### src/rtl/split_seq_pkg.sv
package split_seq_pkg;
   typedef enum logic [2:0] {
      HS_ACK   = 3'd0,
      HS_NAK   = 3'd1,
      HS_NYET  = 3'd2,
      HS_STALL = 3'd3,
      HS_XERR  = 3'd4
   } hshake_e;

   typedef enum logic {
      PH_START    = 1'b0,
      PH_COMPLETE = 1'b1
   } phase_e;

   localparam logic [1:0] SPD_FULL   = 2'b00;
   localparam logic [1:0] SPD_LOW    = 2'b01;
   localparam logic [1:0] ET_CONTROL = 2'b00;
   localparam logic [1:0] ET_BULK    = 2'b10;
endpackage

### src/rtl/split_err_budget.sv
module split_err_budget #(
   parameter int CERR_W = 2
) (
   input  logic              clk,
   input  logic              rst_n,
   input  logic              load,
   input  logic [CERR_W-1:0] ld_cerr,
   input  logic              dec,
   output logic [CERR_W-1:0] cerr,
   output logic              spent
);
   localparam logic [CERR_W-1:0] ONE = CERR_W'(1);

   // a zero count means unlimited: only a count of one can be spent
   assign spent = dec && (cerr == ONE);

   always_ff @(posedge clk) begin
      if (!rst_n)
         cerr <= '0;
      else if (load)
         cerr <= ld_cerr;
      else if (dec && (cerr != '0))
         cerr <= cerr - ONE;
   end


   cerr_no_rise_chk: assert property (@(posedge clk) disable iff (!rst_n)
      !load |=> (cerr <= $past(cerr)));


   unlimited_hold_chk: assert property (@(posedge clk) disable iff (!rst_n)
      (!load && cerr == '0) |=> (cerr == '0));
endmodule

### src/rtl/split_phase_fsm.sv
module split_phase_fsm
   import split_seq_pkg::*;
(
   input  logic    clk,
   input  logic    rst_n,
   input  logic    load,
   input  logic    res_valid,
   input  logic [2:0] res_code,
   input  logic    is_split,
   input  logic    spent,
   output logic    dec,
   output logic    active,
   output logic    halted,
   output phase_e  phase,
   output logic    xact_err,
   output logic    retry,
   output logic    done
);
   logic    acc;
   hshake_e res;

   assign res = hshake_e'(res_code);
   assign acc = res_valid && active && !load;
   assign dec = acc && (res == HS_XERR);

   always_ff @(posedge clk) begin
      if (!rst_n) begin
         active   <= 1'b0;
         halted   <= 1'b0;
         phase    <= PH_START;
         xact_err <= 1'b0;
         retry    <= 1'b0;
         done     <= 1'b0;
      end else begin
         retry <= 1'b0;
         done  <= 1'b0;
         if (load) begin
            active   <= 1'b1;
            halted   <= 1'b0;
            phase    <= PH_START;
            xact_err <= 1'b0;
         end else if (acc) begin
            case (res)
               HS_ACK: begin
                  if (is_split && phase == PH_START)
                     phase <= PH_COMPLETE;
                  else begin
                     phase <= PH_START;
                     done  <= 1'b1;
                  end
               end
               HS_NAK:  phase <= PH_START;
               HS_NYET: if (phase == PH_COMPLETE) retry <= 1'b1;
               HS_STALL: begin
                  halted <= 1'b1;
                  active <= 1'b0;
               end
               HS_XERR: begin
                  if (spent) begin
                     halted <= 1'b1;
                     active <= 1'b0;
                  end
                  if (is_split && phase == PH_COMPLETE) begin
                     xact_err <= 1'b1;
                     retry    <= !spent;
                  end
               end
               default: ;
            endcase
         end
      end
   end


   halted_inactive_chk: assert property (@(posedge clk) disable iff (!rst_n)
      halted |-> !active);


   stall_halt_chk: assert property (@(posedge clk) disable iff (!rst_n)
      (acc && res == HS_STALL) |=> (halted && !active));


   retry_phase_chk: assert property (@(posedge clk) disable iff (!rst_n)
      retry |-> (phase == PH_COMPLETE && active));


   done_phase_chk: assert property (@(posedge clk) disable iff (!rst_n)
      done |-> (phase == PH_START));


   hs_phase_chk: assert property (@(posedge clk) disable iff (!rst_n)
      !is_split |-> (phase == PH_START));
endmodule

### src/rtl/split_token_build.sv
module split_token_build
   import split_seq_pkg::*;
#(
   parameter int ADDR_W    = 7,
   parameter int PORT_W    = 7,
   parameter bit REG_TOKEN = 1'b0
) (
   input  logic              clk,
   input  logic              rst_n,
   input  logic              active,
   input  phase_e            phase,
   input  logic [1:0]        speed,
   input  logic              ctrl,
   input  logic [ADDR_W-1:0] dev_addr,
   input  logic [ADDR_W-1:0] hub_addr,
   input  logic [PORT_W-1:0] port,
   output logic              tok_valid,
   output logic              tok_split,
   output logic              tok_complete,
   output logic              tok_low_speed,
   output logic [1:0]        tok_ep_type,
   output logic [ADDR_W-1:0] tok_dev_addr,
   output logic [ADDR_W-1:0] tok_hub_addr,
   output logic [PORT_W-1:0] tok_port
);
   localparam int TOK_W = 5 + 2 + 2 * ADDR_W + PORT_W;

   logic [TOK_W-1:0] nxt, cur;
   logic             split_c;

   assign split_c = (speed == SPD_FULL) || (speed == SPD_LOW);
   assign nxt = {active, split_c, (phase == PH_COMPLETE), (speed == SPD_LOW),
                 1'b0, (ctrl ? ET_CONTROL : ET_BULK), dev_addr, hub_addr, port};

   generate
      if (REG_TOKEN) begin : g_reg
         always_ff @(posedge clk) begin
            if (!rst_n) cur <= '0;
            else        cur <= nxt;
         end
      end else begin : g_comb
         assign cur = nxt;
      end
   endgenerate

   logic unused_pad;
   assign {tok_valid, tok_split, tok_complete, tok_low_speed, unused_pad,
           tok_ep_type, tok_dev_addr, tok_hub_addr, tok_port} = cur;
endmodule

### src/rtl/split_seq_top.sv
module split_seq_top
   import split_seq_pkg::*;
#(
   parameter int ADDR_W    = 7,
   parameter int PORT_W    = 7,
   parameter int CERR_W    = 2,
   parameter bit REG_TOKEN = 1'b0
) (
   input  logic              clk,
   input  logic              rst_n,
   input  logic              load,
   input  logic [1:0]        ld_speed,
   input  logic [ADDR_W-1:0] ld_dev_addr,
   input  logic [ADDR_W-1:0] ld_hub_addr,
   input  logic [PORT_W-1:0] ld_port,
   input  logic              ld_ctrl,
   input  logic [CERR_W-1:0] ld_cerr,
   input  logic              res_valid,
   input  logic [2:0]        res_code,
   output logic              tok_valid,
   output logic              tok_split,
   output logic              tok_complete,
   output logic              tok_low_speed,
   output logic [1:0]        tok_ep_type,
   output logic [ADDR_W-1:0] tok_dev_addr,
   output logic [ADDR_W-1:0] tok_hub_addr,
   output logic [PORT_W-1:0] tok_port,
   output logic              st_active,
   output logic              st_halted,
   output logic              st_xact_err,
   output logic [CERR_W-1:0] st_cerr,
   output logic              retry_now,
   output logic              xfer_done
);
   generate
      if (ADDR_W < 1 || PORT_W < 1) begin : g_bad_addr
         $error("split_seq_top: address and port widths must be positive");
      end
      if (CERR_W < 1 || CERR_W > 8) begin : g_bad_cerr
         $error("split_seq_top: CERR_W must lie in 1..8");
      end
   endgenerate

   logic [1:0]        qh_speed;
   logic              qh_ctrl;
   logic [ADDR_W-1:0] qh_dev, qh_hub;
   logic [PORT_W-1:0] qh_port;
   logic              is_split, dec, spent;
   phase_e            phase;

   always_ff @(posedge clk) begin
      if (!rst_n) begin
         qh_speed <= '0;
         qh_ctrl  <= 1'b0;
         qh_dev   <= '0;
         qh_hub   <= '0;
         qh_port  <= '0;
      end else if (load) begin
         qh_speed <= ld_speed;
         qh_ctrl  <= ld_ctrl;
         qh_dev   <= ld_dev_addr;
         qh_hub   <= ld_hub_addr;
         qh_port  <= ld_port;
      end
   end

   assign is_split = !qh_speed[1];

   split_err_budget #(.CERR_W(CERR_W)) u_budget (
      .clk(clk), .rst_n(rst_n), .load(load), .ld_cerr(ld_cerr),
      .dec(dec), .cerr(st_cerr), .spent(spent)
   );

   split_phase_fsm u_fsm (
      .clk(clk), .rst_n(rst_n), .load(load), .res_valid(res_valid),
      .res_code(res_code), .is_split(is_split), .spent(spent), .dec(dec),
      .active(st_active), .halted(st_halted), .phase(phase),
      .xact_err(st_xact_err), .retry(retry_now), .done(xfer_done)
   );

   split_token_build #(.ADDR_W(ADDR_W), .PORT_W(PORT_W), .REG_TOKEN(REG_TOKEN)) u_tok (
      .clk(clk), .rst_n(rst_n), .active(st_active), .phase(phase),
      .speed(qh_speed), .ctrl(qh_ctrl), .dev_addr(qh_dev), .hub_addr(qh_hub),
      .port(qh_port), .tok_valid(tok_valid), .tok_split(tok_split),
      .tok_complete(tok_complete), .tok_low_speed(tok_low_speed),
      .tok_ep_type(tok_ep_type), .tok_dev_addr(tok_dev_addr),
      .tok_hub_addr(tok_hub_addr), .tok_port(tok_port)
   );


   budget_halt_chk: assert property (@(posedge clk) disable iff (!rst_n)
      (!load && res_valid && st_active && res_code == 3'd4 && st_cerr == CERR_W'(1))
      |=> (st_halted && !retry_now));
endmodule

### config.mk
export PLATFORM = sky130hd
export DESIGN_NAME = split_seq_top
export DESIGN_NICKNAME = d
export VERILOG_FILES = /design/src/rtl/split_seq_pkg.sv /design/src/rtl/split_err_budget.sv /design/src/rtl/split_phase_fsm.sv /design/src/rtl/split_token_build.sv /design/src/rtl/split_seq_top.sv
export SDC_FILE = /design/constraint.sdc
export NUM_CORES = 1
export LEC_CHECK = 0
export ABC_AREA = 1
export BUFFER_PORTS_ARGS = -buffer_cell sky130_fd_sc_hd__buf_2
export CAP_MARGIN = 20
export CORE_ASPECT_RATIO = 0.7
export CORE_MARGIN = 5
export CORE_UTILIZATION = 50
export CTS_BUF_LIST = sky130_fd_sc_hd__clkbuf_4 sky130_fd_sc_hd__clkbuf_8
export CTS_CLUSTER_DIAMETER = 150
export DETAILED_ROUTE_END_ITERATION = 6
export PLACE_DENSITY = 0.82
export SETUP_SLACK_MARGIN = 0.15
export SLEW_MARGIN = 20
export SYNTH_ARGS = -nofsm -noshare
export SYNTH_HDL_FRONTEND = slang
export SYNTH_HIERARCHICAL = 1
export SYNTH_SLANG_ARGS = --single-unit
### constraint.sdc
create_clock -name clk -period 1.45 [get_ports clk]
set_clock_uncertainty 0.2 [all_clocks]
set_input_delay 0.145 -clock clk [delete_from_list [all_inputs] [get_ports clk]]
set_output_delay 0.145 -clock clk [all_outputs]
set_load 0.01 [all_outputs]
### After elaboration in Yosys (flattened, before gate mapping)

Index checks and enable logic that the tools add are counted.

* register bits: 32
* bits of input ports: 33
* output and inout bits: 34
* word-level logic and storage cells: 66

* $add $sub $neg: 1
* equality and inequality tests: 8
* multiplexer cells: 15
* bitwise gates (word level): 4
* reduce and logical (&&, ||, !) cells: 26

Operator list (number)
* $reduce_bool 2->1: 5
* $reduce_and 3->1: 3
* $mux 1: 8
* $pmux 1 s2: 4
* $logic_and 1x1->1: 7
* $eq 3x2->1 const B: 2
* $mux 2: 3
* $eq 2x1->1 const B: 2
* $not 1->1: 4
* $reduce_or 4->1: 1
* $eq 3x1->1 const B: 1
* $eq 3x3->1 const B: 1
* $logic_not 1->1: 3
* $logic_not 3->1: 1
* $ne 3x2->1 const B: 1
* $reduce_bool 3->1: 1
* $reduce_or 3->1: 1
* $logic_not 2->1: 1
* $ne 2x1->1 const B: 1
* $reduce_and 2->1: 1
* $reduce_or 2->1: 1
* $sub 2x1->2 const B: 1
* $logic_or 1x1->1: 1

### Logic depth before layout (Yosys ltp)

Gate-level depths: netlist of run 1.

* depth in word-level cells: 8
* mapped depth: 10
* depth with buffers taken out: 10

### Cells and area by module

Netlist of run 1, hierarchy kept.

By module, submodules not included
* split_seq_top: instances 1, cells each 152, area each 984.7 µm², seq. area each 480.5 µm²
* split_phase_fsm: instances 1, cells each 42, area each 304.0 µm², seq. area each 120.1 µm²
* split_token_build: instances 1, cells each 29, area each 201.4 µm², seq. area each 0.0 µm²
* split_err_budget: instances 1, cells each 27, area each 156.4 µm², seq. area each 40.0 µm²

### Worst setup path after synthesis of run 1

Ideal clock, no wire load.

* kind: register -> register
* start point: register u_fsm.active
* end point: register u_fsm.active
* setup time: 113 ps
* arrival: 1111 ps
* data required time: 1137 ps
* slack: 26 ps
* cell stages (with the launch flop): 10
* buffers on the path: 0
* period minus slack after synthesis: 1424 ps
* cells stage by stage: dfxtp_1 nand2_2 nor3_1 nand2_1 inv_1 inv_1 nand3_1 nand3_2 nand2_1 nor2_1

* word-level cells in the longest chain between the ends: 6
* elaborated cells on any way between the ends: 7
* classes of those cells: 1 x eq/ne; 6 x reduce/logical

Ends and longest elaborated chain
* start: declaration: RTL line split_phase_fsm.sv:12 `output logic active,`
* start signal: assignment: RTL line split_phase_fsm.sv:28 `active <= 1'b0;`
* start signal: assignment: RTL line split_phase_fsm.sv:38 `active <= 1'b1;`
* start signal: assignment: RTL line split_phase_fsm.sv:56 `active <= 1'b0;`
* $logic_and 1x1->1 (2 in a row): RTL line split_phase_fsm.sv:23 `assign acc = res_valid && active && !load;`
* $logic_and 1x1->1: RTL line split_phase_fsm.sv:24 `assign dec = acc && (res == HS_XERR);`
* via dec: RTL line split_seq_top.sv:48 `logic is_split, dec, spent;`
* $logic_and 1x1->1: RTL line split_err_budget.sv:15 `assign spent = dec && (cerr == ONE);`
* via spent: RTL line split_seq_top.sv:48
* $ne 3x2->1 (no source line)
* $reduce_and 3->1 (no source line)

The timed path passes the listed nets, and every way through them passes these cells.
A chain may end at the register's enable or synchronous reset.

### Worst setup path after layout of run 1

* start point: register u_budget.cerr[1]
* end point: register u_fsm.active

* word-level cells in the longest chain between the ends: 4

Ends and longest elaborated chain
* start: declaration: RTL line split_err_budget.sv:9 `output logic [CERR_W-1:0] cerr,`
* start signal: assignment: RTL line split_err_budget.sv:21 `cerr <= ld_cerr;`
* start signal: assignment: RTL line split_err_budget.sv:23 `cerr <= cerr - ONE;`
* $eq 2x1->1: RTL line split_err_budget.sv:15
* $logic_and 1x1->1: RTL line split_err_budget.sv:15
* via spent: RTL line split_seq_top.sv:48
* $ne 3x2->1 (no source line)
* $reduce_and 3->1 (no source line)

The timed path passes the listed nets, and every way through them passes these cells.

==> summary.txt, run 1 <==
Finish
  – Area grow syn2layout: 37.7%
  – Layout cells sized above 1: 31.4%
  – Final #Nets: 362
  – Ant diodes: 0

Setup path
  – Critical Path AT: 1.25 ns
  – Crit Path Class: flop to flop
  – Crit path cell chain: inv_2, ha_2, nand2_2, inv_2, inv_2, nand3_2, nand3_2, nand2_2, nor2_2
  – Critical Path Most Common Cell: inv_2
  – FF-to-FF setup slack: 0.17 ns
  – Worst Path Max Fanout: 3
  – Crit. Startpoint: u_budget/cerr[1]$_SDFFE_PN0P_
  – Startpoint types: flop
  – Setup crit end kind: flop
  – Slowest CP cell: dfxtp_2
  – Worst reg2reg startpoint: u_budget/cerr[1]$_SDFFE_PN0P_
  – Cells on worst reg2reg path: 9
  – Worst path required time: 1.42 ns
  – Crit-path max cell delay: 0.32 ns
  – Worst reg2reg endpoint: u_fsm/active$_SDFFE_PN0P_
  – CP endpoint: u_fsm/active$_SDFFE_PN0P_

Placed design
  – HPWL Detailed: 2.62 mm
  – I/O Buffers: 65
  – Routability Congestion: 0.822

Detailed routing
  – Via-to-Cell Ratio: 4.31
  – Via count: 1576
  – Number of remaining DRC errors: 0
  – Overall routed net length: 3.80 mm
  – Drt first-iter violations: 45
  – Drt first pass iters: 4
  – Routed Antenna Nets: 0
  – Average wire per standard cell: 10.4 um

Power and ir drop
  – Worst IR Drop VDD: 0.000660 V
  – Tot Pwr: 2.07 mW
  – LEAKAGE: 1.29 nW
  – Power Dens Cells: 914 nW/um^2

CTS
  – Root buffer cell: clkbuf_8
  – Clock slew at reported path FFs: 0.06 ns
  – CTS H-tree lvls: 2
  – CTS sink count: 32
  – CTS Buf Count: 5
  – Skew-Pair Late Insertion Delay: 0.27 ns
  – TritonCTS clock tree: yes
  – Clk buf depth: 2

Floorplan
  – Die Height: 58.0 um
  – Die X: 78.6 um
  – Starting density of the core: 52.3%
  – Std-Cell Rows: 17
  – Die area: 4560 um^2
  – CORE AREA: 3150 um^2
  – IO Pins: 67

Synth
  – Mapped cell area: 1650 um^2
  – Top FF cell, synth: dfxtp_1
  – Synthesized instance count: 250
  – Synth cell types: 21
  – Number of flops mapped to enable cells by yosys: 0
  – Asr flop ratio synth: 0%
  – Mean Syn Cell Area: 6.59 um^2
  – Yosys reg bits: 32
  – Synth warnings: 6
  – Syn_nets: 285
  – Sequential share of the synthesized area: 38.9%

STA
  – Final setup vio count: 0
  – Period Utilization, post-route: 88.1%
  – Fmax: 783 MHz
  – Max Slew Vio Count: 0
  – RSZ-0062 raised after global routing: true
  – TNS Setup: 0 ns
  – Hold Fails Final Rpt: 0
  – Worst hold slack: 0.00618 ns
  – Post-route minimum period: 1.28 ns

Worst hold path
  – Hold crit path type: primary input to flop

Global routing
  – Total GRT Usage: 17.7%
  – Initial antenna violation count: 0
  – First-pass GRT wire length: 6.43 mm
  – Largest net degree at the start of global routing: 24
  – Grt ovf: 0
  – Vias in the first global route: 1475

Status
  – Status: completed

Job
  – Max-Cap Viols: 0
[layout make-up]
class | instances | area (um^2)
tap | 38 | 47.5
inverter | 43 | 161
clock buffer | 8 | 97.6
fill | 262 | 881
timing repair buffer | 101 | 663
multi-input combinational | 144 | 648
sequential | 32 | 649
[metrics by stage]
stage          cell area [um^2]  util, %  worst slack [ns]  instances
4_1_cts                    2220     70.7             0.115        364
6_report                   2270     72.0             0.172        366
3_3_place_gp               1860     58.9             0.109        329
2_1_floorplan              1660        -             0.154        250
5_1_grt                    2270     72.0            0.0971        366
3_5_place_dp               1860     58.9            0.0845        329
[routing by layer]
| metal | vias up | wire [um] | GRT usage (%) |
|---|---|---|---|
| met4 | 0 | 15 | 3.74 |
| li1 | 851 | - | - |
| met5 | - | 0 | 0 |
| met1 | 669 | 1660 | 21.7 |
| met2 | 54 | 1840 | 30.5 |
| met3 | 2 | 284 | 5.75 |
[cells by family (layout without fill, tap and decap cells)]
| logic type | count (synthesis) | after routing | synth area share, % |
|---|---|---|---|
| buffers and inverters | 74 | 152 | 23.8 |
| flip-flops | 32 | 32 | 38.9 |
| other | 1 | 1 | 0.228 |
| AND/OR/NAND/NOR | 136 | 136 | 33.8 |
| adder cells (fa/ha/maj) | 2 | 2 | 1.52 |
| AO/OA/AOI/OAI | 5 | 5 | 1.75 |
[worst max-delay path, delay by kind of cell (launching register included)]
kind                     cells  cell delay, ns
buffers and inverters        3            0.15
flip-flops                   1            0.32
adder cells (fa/ha/maj)      1            0.18
AND/OR/NAND/NOR              5            0.33
[cells in the final DEF (no fill, tap or decap), drive strengths merged]
cell	n
a21oi	4
buf	74
clkbuf	8
conb	1
dfxtp	32
dlygate4sd3	27
ha	2
inv	43
nand2	67
nand3	4
nand4	4
nor2	59
nor3	1
nor4	1
o21ai	1
[synth_stat cells, types with 2 or more instances]
cell type,count,area [um^2]
a21oi_1,3,15.0
buf_2,4,20.0
buf_4,25,188
buf_6,2,22.5
dfxtp_1,32,641
ha_1,2,25.0
inv_1,42,158
nand2_1,66,248
nand3_1,3,15.0
nand4_1,4,25.0
nor2_1,55,206
nor2_2,2,12.5
nor2_4,2,22.5
[what timing repair did]
item                                    in CTS  in global routing
hold endpoints to repair                    26                  0
endpoints found under the setup margin       4                  5
pin swaps                                    1                  2
resized for setup                            1                 12
buffers inserted                             0                  2
hold buffers                                27                  0
[worst min path at each step]
stage           startpoint                             to  slack (ns)  cells past startpoint
2_1_floorplan  res_code[0]          u_fsm/done$_SDFF_PP0_        0.02                      1
3_3_place_gp   res_code[0]          u_fsm/done$_SDFF_PP0_        0.20                      2
3_5_place_dp   res_code[0]          u_fsm/done$_SDFF_PP0_        0.19                      2
4_1_cts         ld_cerr[1]  u_budget/cerr[1]$_SDFFE_PN0P_       0.003                      5
5_1_grt         ld_cerr[1]  u_budget/cerr[1]$_SDFFE_PN0P_        0.02                      5
6_report        ld_cerr[1]  u_budget/cerr[1]$_SDFFE_PN0P_       0.006                      5
[flip-flops by register name, indices dropped and copies added, names as in the netlist]
| name | count |
|---|---|
| qh_dev | 7 |
| qh_hub | 7 |
| qh_port | 7 |
| qh_speed | 2 |
| u_budget/cerr | 2 |
| qh_ctrl | 1 |
| u_fsm/active | 1 |
| u_fsm/done | 1 |
| u_fsm/halted | 1 |
| u_fsm/phase | 1 |
| u_fsm/retry | 1 |
| u_fsm/xact_err | 1 |
[where the power goes]
group	switching [mW]	leakage, nW	internal, mW
clock network	0.293	0.0523	0.424
registers	0.0302	0.266	0.933
logic	0.201	0.975	0.192
total	0.524	1.29	1.55
(Power assumes the default switching activity.)
==> run 2: changes to the inputs <==
- REMOVE_ABC_BUFFERS: default -> 1
==> run 2 against run 1 <==
Effect of this change:
- the run now ends with negative hold slack left
- routed wire length increased by 8.0%
- final area decreased by 0.55%
- setup slack got worse by 0.034 ns
- cell count decreased by 0.55%
- via count increased by 2.5%
- flip-flop and latch count unchanged
- critical path depth decreased by 2
==> summary.txt, run 2 (synthesized netlist as in run 1, its figures left out) <==
CTS
  – Root buffer cell: clkbuf_8
  – CTS H-tree lvls: 2
  – CTS sink count: 32
  – Skew-Pair Late Insertion Delay: 0.28 ns
  – TritonCTS clock tree: yes
  – CTS Buf Count: 5
  – Clock slew at reported path FFs: 0.06 ns
  – Clk buf depth: 2

Detailed routing
  – Drt first pass iters: 4
  – Via-to-Cell Ratio: 4.44
  – Routed Antenna Nets: 0
  – Number of remaining DRC errors: 0
  – Overall routed net length: 4.10 mm
  – Drt first-iter violations: 72
  – Via count: 1615
  – Average wire per standard cell: 11.3 um

Finish
  – Post-route cell area: 2250 um^2
  – Multi-input logic area: 647 um^2
  – Area grow syn2layout: 36.9%
  – Most common cell after layout, fill and taps aside: buf_2
  – Biggest regs: qh_dev: 7 flops, qh_hub: 7 flops, qh_port: 7 flops
  – Fill cell count: 271
  – Final #Nets: 361
  – Commonest non-fill, non-tap cells in the layout: buf_2 (65), nand2_1 (64), nor2_1 (55), inv_1 (40), dfxtp_1 (29)
  – Storage element area: 647 um^2
  – Ant diodes: 0
  – Layout cells sized above 1: 30.7%

Setup path
  – Crit Path Class: flop to flop
  – CP endpoint: u_fsm/retry$_SDFF_PP0_
  – Crit path buffers/inverters: 3
  – Crit path cell chain: inv_2, ha_1, nand2_1, inv_1, inv_2, nand4_1, a21oi_2
  – Critical Path AT: 1.32 ns
  – Worst reg2reg startpoint: u_budget/cerr[1]$_SDFFE_PN0P_
  – Startpoint types: flop
  – Worst reg2reg endpoint: u_fsm/retry$_SDFF_PP0_
  – CP delay by family, top: flip-flops
  – Crit. path cell count: 7
  – Cells on worst reg2reg path: 7
  – Crit. Startpoint: u_budget/cerr[1]$_SDFFE_PN0P_
  – Critical Path Most Common Cell: inv_2
  – Setup crit end kind: flop
  – FF-to-FF setup slack: 0.14 ns
  – Worst path required time: 1.45 ns
  – Worst Path Max Fanout: 3
  – Crit-path max cell delay: 0.34 ns
  – Slowest CP cell: dfxtp_2

STA
  – Worst setup margin: 0.139 ns
  – Period Utilization, post-route: 90.4%
  – Final setup vio count: 0
  – Fmax: 762 MHz
  – Worst hold slack: -0.000765 ns
  – TNS Setup: 0 ns
  – Hold Fails Final Rpt: 1
  – Post-route minimum period: 1.31 ns
  – RSZ-0062 raised after global routing: true
  – Max Slew Vio Count: 0

Worst hold path
  – Hold crit path type: primary input to flop

Floorplan
  – Starting density of the core: 52.3%
  – CORE AREA: 3150 um^2
  – Std-Cell Rows: 17
  – Die Height: 58.0 um
  – IO Pins: 67
  – Die area: 4560 um^2
  – Die X: 78.6 um

Global routing
  – Vias in the first global route: 1453
  – Initial antenna violation count: 0
  – Total GRT Usage: 17.6%
  – Grt ovf: 0
  – First-pass GRT wire length: 6.30 mm
  – Largest net degree at the start of global routing: 33

Placed design
  – I/O Buffers: 65
  – Routability Congestion: 0.761
  – HPWL Detailed: 2.48 mm
  – Pre-CTS WS: -0.0173 ns
  – Post-placement cell area: 1840 um^2

Power and ir drop
  – Tot Pwr: 2.09 mW
  – Power Dens Cells: 926 nW/um^2
  – LEAKAGE: 1.30 nW
  – Worst IR Drop VDD: 0.000615 V

Job
  – Max-Cap Viols: 0

Status
  – Failing checks: negative hold slack
  – Status: complete, but fails checks
-- run 2: power breakdown --
part	leakage [nW]	total (mW)	switching (mW)	internal [mW]
Sequential	0.266	0.963	0.0290	0.934
Combinational	0.983	0.399	0.206	0.192
Clock	0.0503	0.727	0.305	0.422
Total	1.30	2.09	0.540	1.55
-- run 2: per-stage QoR --
| stage | std cells | util (%) | hold slack [ns] |
|---|---|---|---|
| global route | 364 | 71.6 | 0.0270 |
| floorplan | 219 | - | 0.0218 |
| detailed placement | 329 | 58.5 | 0.236 |
| finish | 364 | 71.6 | -0.000765 |
| global placement | 329 | 58.5 | 0.227 |
| CTS | 362 | 70.0 | -0.0218 |
-- run 2: how the worst min path moves through the flow --
stage	depth (start not counted)	startpoint	slack, ns	to
floorplan	1	res_code[0]	0.02	u_fsm/done$_SDFF_PP0_
global placement	5	ld_hub_addr[0]	0.23	qh_hub[0]$_SDFFE_PN0P_
detailed placement	5	ld_port[2]	0.24	qh_port[2]$_SDFFE_PN0P_
CTS	3	res_code[2]	-0.02	u_fsm/xact_err$_SDFFE_PP0P_
global route	3	res_code[2]	0.03	u_fsm/xact_err$_SDFFE_PP0P_
finish	3	res_code[2]	-0.0008	u_fsm/xact_err$_SDFFE_PP0P_
-- run 2: final cells by class --
cell class	count	area share, %
Timing Repair Buffer	100	29.1
Sequential cell	32	28.7
Clock buffer	7	4.27
Tap cell	38	2.11
Inverter	43	7.16
Multi-Input combinational cell	144	28.7
-- run 2: per-layer routing --
metal,vias up,wire length [um],track usage [%]
met3,9,286,4.81
met4,0,85,8.98
met1,695,1770,20.9
met5,-,0,0
met2,62,1960,29.5
li1,849,-,-
-- run 2: what timing repair did --
| action | in CTS | in global routing |
|---|---|---|
| hold buffers | 26 | 0 |
| buffers inserted | 0 | 2 |
| endpoints found under the setup margin | 4 | 6 |
| pin swaps | 1 | 3 |
| resized for setup | 2 | 13 |
| hold endpoints to repair | 28 | 0 |
-- run 2: worst reg2reg max path: stages (launching register included) --
cell,delay (ns)
dfxtp_2,0.34
inv_2,0.05
ha_1,0.17
nand2_1,0.06
inv_1,0.04
inv_2,0.06
nand4_1,0.14
a21oi_2,0.18
